### src/rtl/kbd_joypad_pkg.sv
package kbd_joypad_pkg;
  localparam int CODE_W  = 8;
  localparam int NUM_BTN = 13;           // port bits carried in state
  localparam int IDX_W   = 4;

  // button index: 0..7 -> port A bits, 8..12 -> port B bits 0..4
  localparam logic [IDX_W-1:0] IDX_A_UP  = 4'd0;
  localparam logic [IDX_W-1:0] IDX_A_DN  = 4'd1;
  localparam logic [IDX_W-1:0] IDX_A_LF  = 4'd2;
  localparam logic [IDX_W-1:0] IDX_A_RT  = 4'd3;
  localparam logic [IDX_W-1:0] IDX_A_FA  = 4'd4;
  localparam logic [IDX_W-1:0] IDX_A_FB  = 4'd5;
  localparam logic [IDX_W-1:0] IDX_B_UP  = 4'd6;
  localparam logic [IDX_W-1:0] IDX_B_DN  = 4'd7;
  localparam logic [IDX_W-1:0] IDX_B_LF  = 4'd8;
  localparam logic [IDX_W-1:0] IDX_B_RT  = 4'd9;
  localparam logic [IDX_W-1:0] IDX_B_FA  = 4'd10;
  localparam logic [IDX_W-1:0] IDX_B_FB  = 4'd11;
  localparam logic [IDX_W-1:0] IDX_RST   = 4'd12;
  localparam logic [IDX_W-1:0] IDX_PAUSE = 4'd13;
  localparam logic [IDX_W-1:0] IDX_NONE  = 4'd15;

  typedef struct packed {
    logic              valid;
    logic              rel;
    logic              ext;
    logic [CODE_W-1:0] code;
  } key_evt_t;
endpackage

### src/rtl/scan_parser.sv
module scan_parser
  import kbd_joypad_pkg::*;
#(
  parameter logic [CODE_W-1:0] PFX_EXT = 8'hE0,
  parameter logic [CODE_W-1:0] PFX_REL = 8'hF0
) (
  input  logic              clk_i,
  input  logic              rst_ni,
  input  logic              valid_i,
  input  logic [CODE_W-1:0] code_i,
  output key_evt_t          evt_o
);
  logic ext_q, rel_q;
  logic is_ext, is_rel;

  assign is_ext = valid_i && (code_i == PFX_EXT);
  assign is_rel = valid_i && (code_i == PFX_REL);

  always_comb begin
    evt_o.valid = valid_i && !(code_i == PFX_EXT) && !(code_i == PFX_REL);
    evt_o.rel   = rel_q;
    evt_o.ext   = ext_q;
    evt_o.code  = code_i;
  end

  always_ff @(posedge clk_i or negedge rst_ni) begin
    if (!rst_ni) begin
      ext_q <= 1'b0;
      rel_q <= 1'b0;
    end else if (evt_o.valid) begin
      ext_q <= 1'b0;
      rel_q <= 1'b0;
    end else begin
      if (is_ext) ext_q <= 1'b1;
      if (is_rel) rel_q <= 1'b1;
    end
  end


  flags_clear_chk: assert property (@(posedge clk_i) disable iff (!rst_ni)
    evt_o.valid |=> (!ext_q && !rel_q));


  idle_hold_chk: assert property (@(posedge clk_i) disable iff (!rst_ni)
    !valid_i |=> ($stable(ext_q) && $stable(rel_q)));
endmodule

### src/rtl/key_map.sv
module key_map
  import kbd_joypad_pkg::*;
(
  input  key_evt_t         evt_i,
  output logic [IDX_W-1:0] idx_o
);
  always_comb begin
    idx_o = IDX_NONE;
    if (evt_i.ext) begin
      unique case (evt_i.code)
        8'h75:   idx_o = IDX_B_UP;
        8'h72:   idx_o = IDX_B_DN;
        8'h6B:   idx_o = IDX_B_LF;
        8'h74:   idx_o = IDX_B_RT;
        default: idx_o = IDX_NONE;
      endcase
    end else begin
      unique case (evt_i.code)
        8'h1D:   idx_o = IDX_A_UP;
        8'h1B:   idx_o = IDX_A_DN;
        8'h1C:   idx_o = IDX_A_LF;
        8'h23:   idx_o = IDX_A_RT;
        8'h41:   idx_o = IDX_A_FA;
        8'h49:   idx_o = IDX_A_FB;
        8'h70:   idx_o = IDX_B_FA;
        8'h71:   idx_o = IDX_B_FB;
        8'h76:   idx_o = IDX_RST;
        8'h05:   idx_o = IDX_PAUSE;
        default: idx_o = IDX_NONE;
      endcase
    end
  end
endmodule

### src/rtl/btn_bank.sv
module btn_bank
  import kbd_joypad_pkg::*;
(
  input  logic               clk_i,
  input  logic               rst_ni,
  input  logic               valid_i,
  input  logic               rel_i,
  input  logic [IDX_W-1:0]   idx_i,
  output logic [NUM_BTN-1:0] btn_no,
  output logic               pause_o
);
  logic pause_held_q, pause_q;
  logic hit_pause;

  assign hit_pause = valid_i && (idx_i == IDX_PAUSE);

  for (genvar g = 0; g < NUM_BTN; g++) begin : g_btn
    logic hit;
    assign hit = valid_i && (idx_i == IDX_W'(g));
    always_ff @(posedge clk_i or negedge rst_ni) begin
      if (!rst_ni)  btn_no[g] <= 1'b1;
      else if (hit) btn_no[g] <= rel_i;
    end
  end

  always_ff @(posedge clk_i or negedge rst_ni) begin
    if (!rst_ni) begin
      pause_held_q <= 1'b0;
      pause_q      <= 1'b0;
    end else begin
      pause_q <= hit_pause && !rel_i && !pause_held_q;
      if (hit_pause) pause_held_q <= !rel_i;
    end
  end

  assign pause_o = pause_q;


  pause_single_chk: assert property (@(posedge clk_i) disable iff (!rst_ni)
    pause_o |=> !pause_o);


  pause_cause_chk: assert property (@(posedge clk_i) disable iff (!rst_ni)
    $rose(pause_o) |-> ($past(hit_pause) && !$past(rel_i)));


  release_sets_chk: assert property (@(posedge clk_i) disable iff (!rst_ni)
    (valid_i && rel_i && (int'(idx_i) < NUM_BTN)) |=> btn_no[$past(idx_i)]);


  bank_hold_chk: assert property (@(posedge clk_i) disable iff (!rst_ni)
    !valid_i |=> ($stable(btn_no) && !pause_o));
endmodule

### src/rtl/kbd_joypad_top.sv
module kbd_joypad_top
  import kbd_joypad_pkg::*;
#(
  parameter logic [7:0] ADDR_A  = 8'hDC,
  parameter logic [7:0] ADDR_AM = 8'hC0,
  parameter logic [7:0] ADDR_B  = 8'hDD,
  parameter logic [7:0] ADDR_BM = 8'hC1
) (
  input  logic              clk_i,
  input  logic              rst_ni,
  input  logic              code_valid_i,
  input  logic [CODE_W-1:0] code_i,
  input  logic [7:0]        port_addr_i,
  output logic [7:0]        rd_data_o,
  output logic [7:0]        pad_a_o,
  output logic [7:0]        pad_b_o,
  output logic              pause_o,
  output logic              reset_req_o
);
  key_evt_t           evt;
  logic [IDX_W-1:0]   idx;
  logic [NUM_BTN-1:0] btn_n;

  scan_parser u_parser (
    .clk_i   (clk_i),
    .rst_ni  (rst_ni),
    .valid_i (code_valid_i),
    .code_i  (code_i),
    .evt_o   (evt)
  );

  key_map u_map (
    .evt_i (evt),
    .idx_o (idx)
  );

  btn_bank u_bank (
    .clk_i   (clk_i),
    .rst_ni  (rst_ni),
    .valid_i (evt.valid),
    .rel_i   (evt.rel),
    .idx_i   (idx),
    .btn_no  (btn_n),
    .pause_o (pause_o)
  );

  assign pad_a_o     = btn_n[7:0];
  assign pad_b_o     = {3'b111, btn_n[NUM_BTN-1:8]};
  assign reset_req_o = !btn_n[IDX_RST];

  always_comb begin
    if (port_addr_i == ADDR_A || port_addr_i == ADDR_AM)      rd_data_o = pad_a_o;
    else if (port_addr_i == ADDR_B || port_addr_i == ADDR_BM) rd_data_o = pad_b_o;
    else                                                      rd_data_o = 8'hFF;
  end


  pause_no_port_chk: assert property (@(posedge clk_i) disable iff (!rst_ni)
    pause_o |-> ($stable(pad_a_o) && $stable(pad_b_o)));
endmodule

### config.mk
export PLATFORM = sky130hd
export DESIGN_NAME = kbd_joypad_top
export DESIGN_NICKNAME = d
export VERILOG_FILES = /design/src/rtl/kbd_joypad_pkg.sv /design/src/rtl/scan_parser.sv /design/src/rtl/key_map.sv /design/src/rtl/btn_bank.sv /design/src/rtl/kbd_joypad_top.sv
export SDC_FILE = /design/constraint.sdc
export NUM_CORES = 1
export LEC_CHECK = 0
export CAP_MARGIN = 20
export CORE_MARGIN = 2
export CORE_UTILIZATION = 45
export CTS_BUF_LIST = sky130_fd_sc_hd__clkbuf_4
export DETAILED_ROUTE_END_ITERATION = 7
export DONT_BUFFER_PORTS = 1
export SLEW_MARGIN = 40
export SYNTH_ARGS = -nofsm -noshare
export SYNTH_HDL_FRONTEND = slang
export SYNTH_SLANG_ARGS = --single-unit
### constraint.sdc
create_clock -name clk_i -period 2.8 [get_ports clk_i]
set_clock_uncertainty 0.1 [all_clocks]
set_input_delay 0.28 -clock clk_i [delete_from_list [all_inputs] [get_ports clk_i]]
set_output_delay 0.28 -clock clk_i [all_outputs]
set_load 0.005 [all_outputs]
==> results.json <==
{
  "syn2layout_area_growth_pct": 3.17,
  "cts-root-buf": "clkbuf_4",
  "cts.repair.resized": 0,
  "finalCritPeriodShare_pct": 86.8,
  "hp-start": "code_i[4]",
  "htreeDepth": 1,
  "vias": 1083,
  "start_kind": "register",
  "synth_cell_types": 50,
  "remaining_drc_errors": 0,
  "cp-end-kind": "register",
  "fin_ws_ns": 0.368,
  "dp_slack_ns": 0.172,
  "syn-mean-instance-area_um2": 9.05,
  "setup_tns_ns": 0,
  "grt_use_total_pct": 17.9,
  "avgRoutedWirePerCell_um": 16.6,
  "multi_input_area_um2": 823,
  "cts_sinks": 17,
  "routed_wl_mm": 2.95,
  "io_pins": 45,
  "yosysWarningCount": 0,
  "die_h_um": 58.6,
  "worstReg2RegEnd": "u_bank.btn_no[3]$_DFFE_PN1P_",
  "rows": 19,
  "critPathKind": "register to register",
  "nFillCells": 287,
  "slowest_delay_ns": 0.58,
  "max_freq_ghz": 0.411,
  "p_total_uw": 509,
  "pwr_density_cell_mw_per_mm2": 368,
  "synthCells": 148,
  "dpl.cell_count": 172,
  "tritoncts": "done",
  "diodes": 0,
  "r2r_start": "u_parser.ext_q$_DFFE_PN0P_",
  "crit_arrival_ns": 2.55,
  "hold_viol": 0,
  "via_per_inst": 6.08,
  "crit_required_ns": 2.92,
  "post_cts.repair.setup_buffers": 0,
  "max_slew_margin_pct": 65.5,
  "instances_no_fill": 178,
  "drt.antenna.violating_nets": 0,
  "nets": 167,
  "first_global_vias": 1043,
  "min_to": "u_parser.rel_q$_DFFE_PN0P_",
  "grt_antenna_before_repair": 0,
  "first_pass_iters": 4,
  "drt_iter0_markers": 29,
  "portBuffers": 0,
  "r2r_slack_ns": 0.37,
  "clk_latency_ns": 0.28,
  "synthArstFlopShare_pct": 100,
  "fp.coreArea_mm2": 0.00278,
  "die_w_um": 58.6,
  "ys.flop_type": "dfstp_2",
  "grt_pass1_wl_mm": 4.75,
  "clock_path_buffers": 2,
  "most-common-layout-cells": "nand2_1, dfstp_2, mux2_1, nor2_1, nand2b_1",
  "tightest_slew_ns": 0.516,
  "reg2regPathDepth": 5,
  "seq_area_um2": 442,
  "grt_overflow_total": 0,
  "clkTransAtPathRegs_ns": 0.10,
  "cts_hold_buf": 1,
  "start_util_pct": 48.2,
  "setup_violations": 0,
  "min_period_ns": 2.43,
  "synth_seq_area_share_pct": 33.0,
  "crit_chain": "a41oi_1, nand3b_1, or4_4, or4b_1, mux2_4",
  "drive_above_1_share_pct": 17.0,
  "rsz0062_at_grt": "no",
  "synth_edf_count": 0,
  "status": "complete, no violations",
  "hold_class": "primary input to register",
  "p_leak_nw": 0.527,
  "gp_congestion": 0.800,
  "die_area_mm2": 0.00343,
  "grt_max_degree": 18,
  "cap_violations": 0,
  "worstHoldPathCells": 2,
  "cts_inserted_buffers": 3,
  "cpMaxStageDelayCell": "or4_4",
  "critPathMaxFanout": 4,
  "slew_viol_final": 0,
  "vdd_ir_drop_max_uv": 398,
  "synth_seq_cells": 17,
  "synth_area_mm2": 0.00134,
  "dp_hpwl_mm": 2.24
}
per-layer routing:
metal	track usage (%)	wire length [µm]	vias up	part of all wire (%)
met5	0	0	-	0
met1	26.6	1410	504	48
met2	26.8	1310	43	45
met3	5.93	231	0	7.8
met4	0.974	0	0	0
li1	-	-	536	-
cell usage after synthesis, types with 4 or more instances:
cell      count  share of area [%]
dfrtp_1       4                7.5
nor2_1        9                2.5
mux2i_1       5                3.7
nor3_1        5                1.9
buf_4         5                2.8
mux2_1       12                 10
nor4_1        4                1.9
nand3b_1      5                2.8
clkbuf_1      5                1.4
nor2b_1       5                2.3
nand2b_1      6                2.8
nand2_1      13                3.6
dfstp_2      13                 25
nand4_1       4                1.9
nand3_1       5                1.9
cell type report:
cell class,instances,area share [%]
clock buffers,4,2.17
inverters,3,0.814
multi-input cells,118,59.5
flip-flops and latches,17,31.9
well taps,31,2.81
repair buffers,5,2.71
cell families after synthesis:
family / count (synthesis) / share of synthesized area, %
and+or+nand+nor: 75 / 33.5
AOI/OAI and AO/OA: 22 / 12.0
muxes: 18 / 14.9
DFF: 17 / 33.0
buffers and inverters: 15 / 6.26
other: 1 / 0.280
sequential cells by signal, indices dropped and copies added, names as in the netlist:
| register | count |
|---|---|
| u_bank.pause_o | 1 |
| u_parser.ext_q | 1 |
| u_bank.pause_held_q | 1 |
| u_parser.rel_q | 1 |
| u_bank.btn_no | 13 |
power by group:
group	internal, mW	total (mW)	switching [mW]
sequential	0.276	0.294	0.0182
combinational	0.0377	0.0772	0.0395
clock	0.0650	0.138	0.0735
worst max-delay path, delay by kind of cell, from the launching register on:
family             cells  cell delay (ns)
AOI/OAI and AO/OA      1             0.30
muxes                  1             0.31
and+or+nand+nor        3             1.27
DFF                    1             0.40
worst max-delay path by stage:
| stage | startpoint | endpoint | slack (ns) | depth (start not counted) |
|---|---|---|---|---|
| after floorplan | code_i[4] | u_bank.btn_no[3]$_DFFE_PN1P_ | 0.11 | 8 |
| after global placement | code_i[3] | u_bank.btn_no[3]$_DFFE_PN1P_ | 0.20 | 7 |
| after detailed placement | code_i[3] | u_bank.btn_no[3]$_DFFE_PN1P_ | 0.17 | 7 |
| after CTS | u_parser.ext_q$_DFFE_PN0P_ | u_bank.btn_no[3]$_DFFE_PN1P_ | 0.36 | 5 |
| after global routing | u_parser.ext_q$_DFFE_PN0P_ | u_bank.btn_no[3]$_DFFE_PN1P_ | 0.23 | 5 |
| final | u_parser.ext_q$_DFFE_PN0P_ | u_bank.btn_no[3]$_DFFE_PN1P_ | 0.37 | 5 |
stage by stage:
stage / util (%) / area [µm²] / hold slack [ns]
finish: 49.7 / 1380 / 0.0496
global route: 49.7 / 1380 / 0.0576
CTS: 49.5 / 1380 / 0.0406
detailed placement: 48.1 / 1340 / -0.115
global placement: 48.1 / 1340 / -0.115
floorplan: - / 1350 / -0.116
Note: power is estimated with default switching activity, not from simulation.
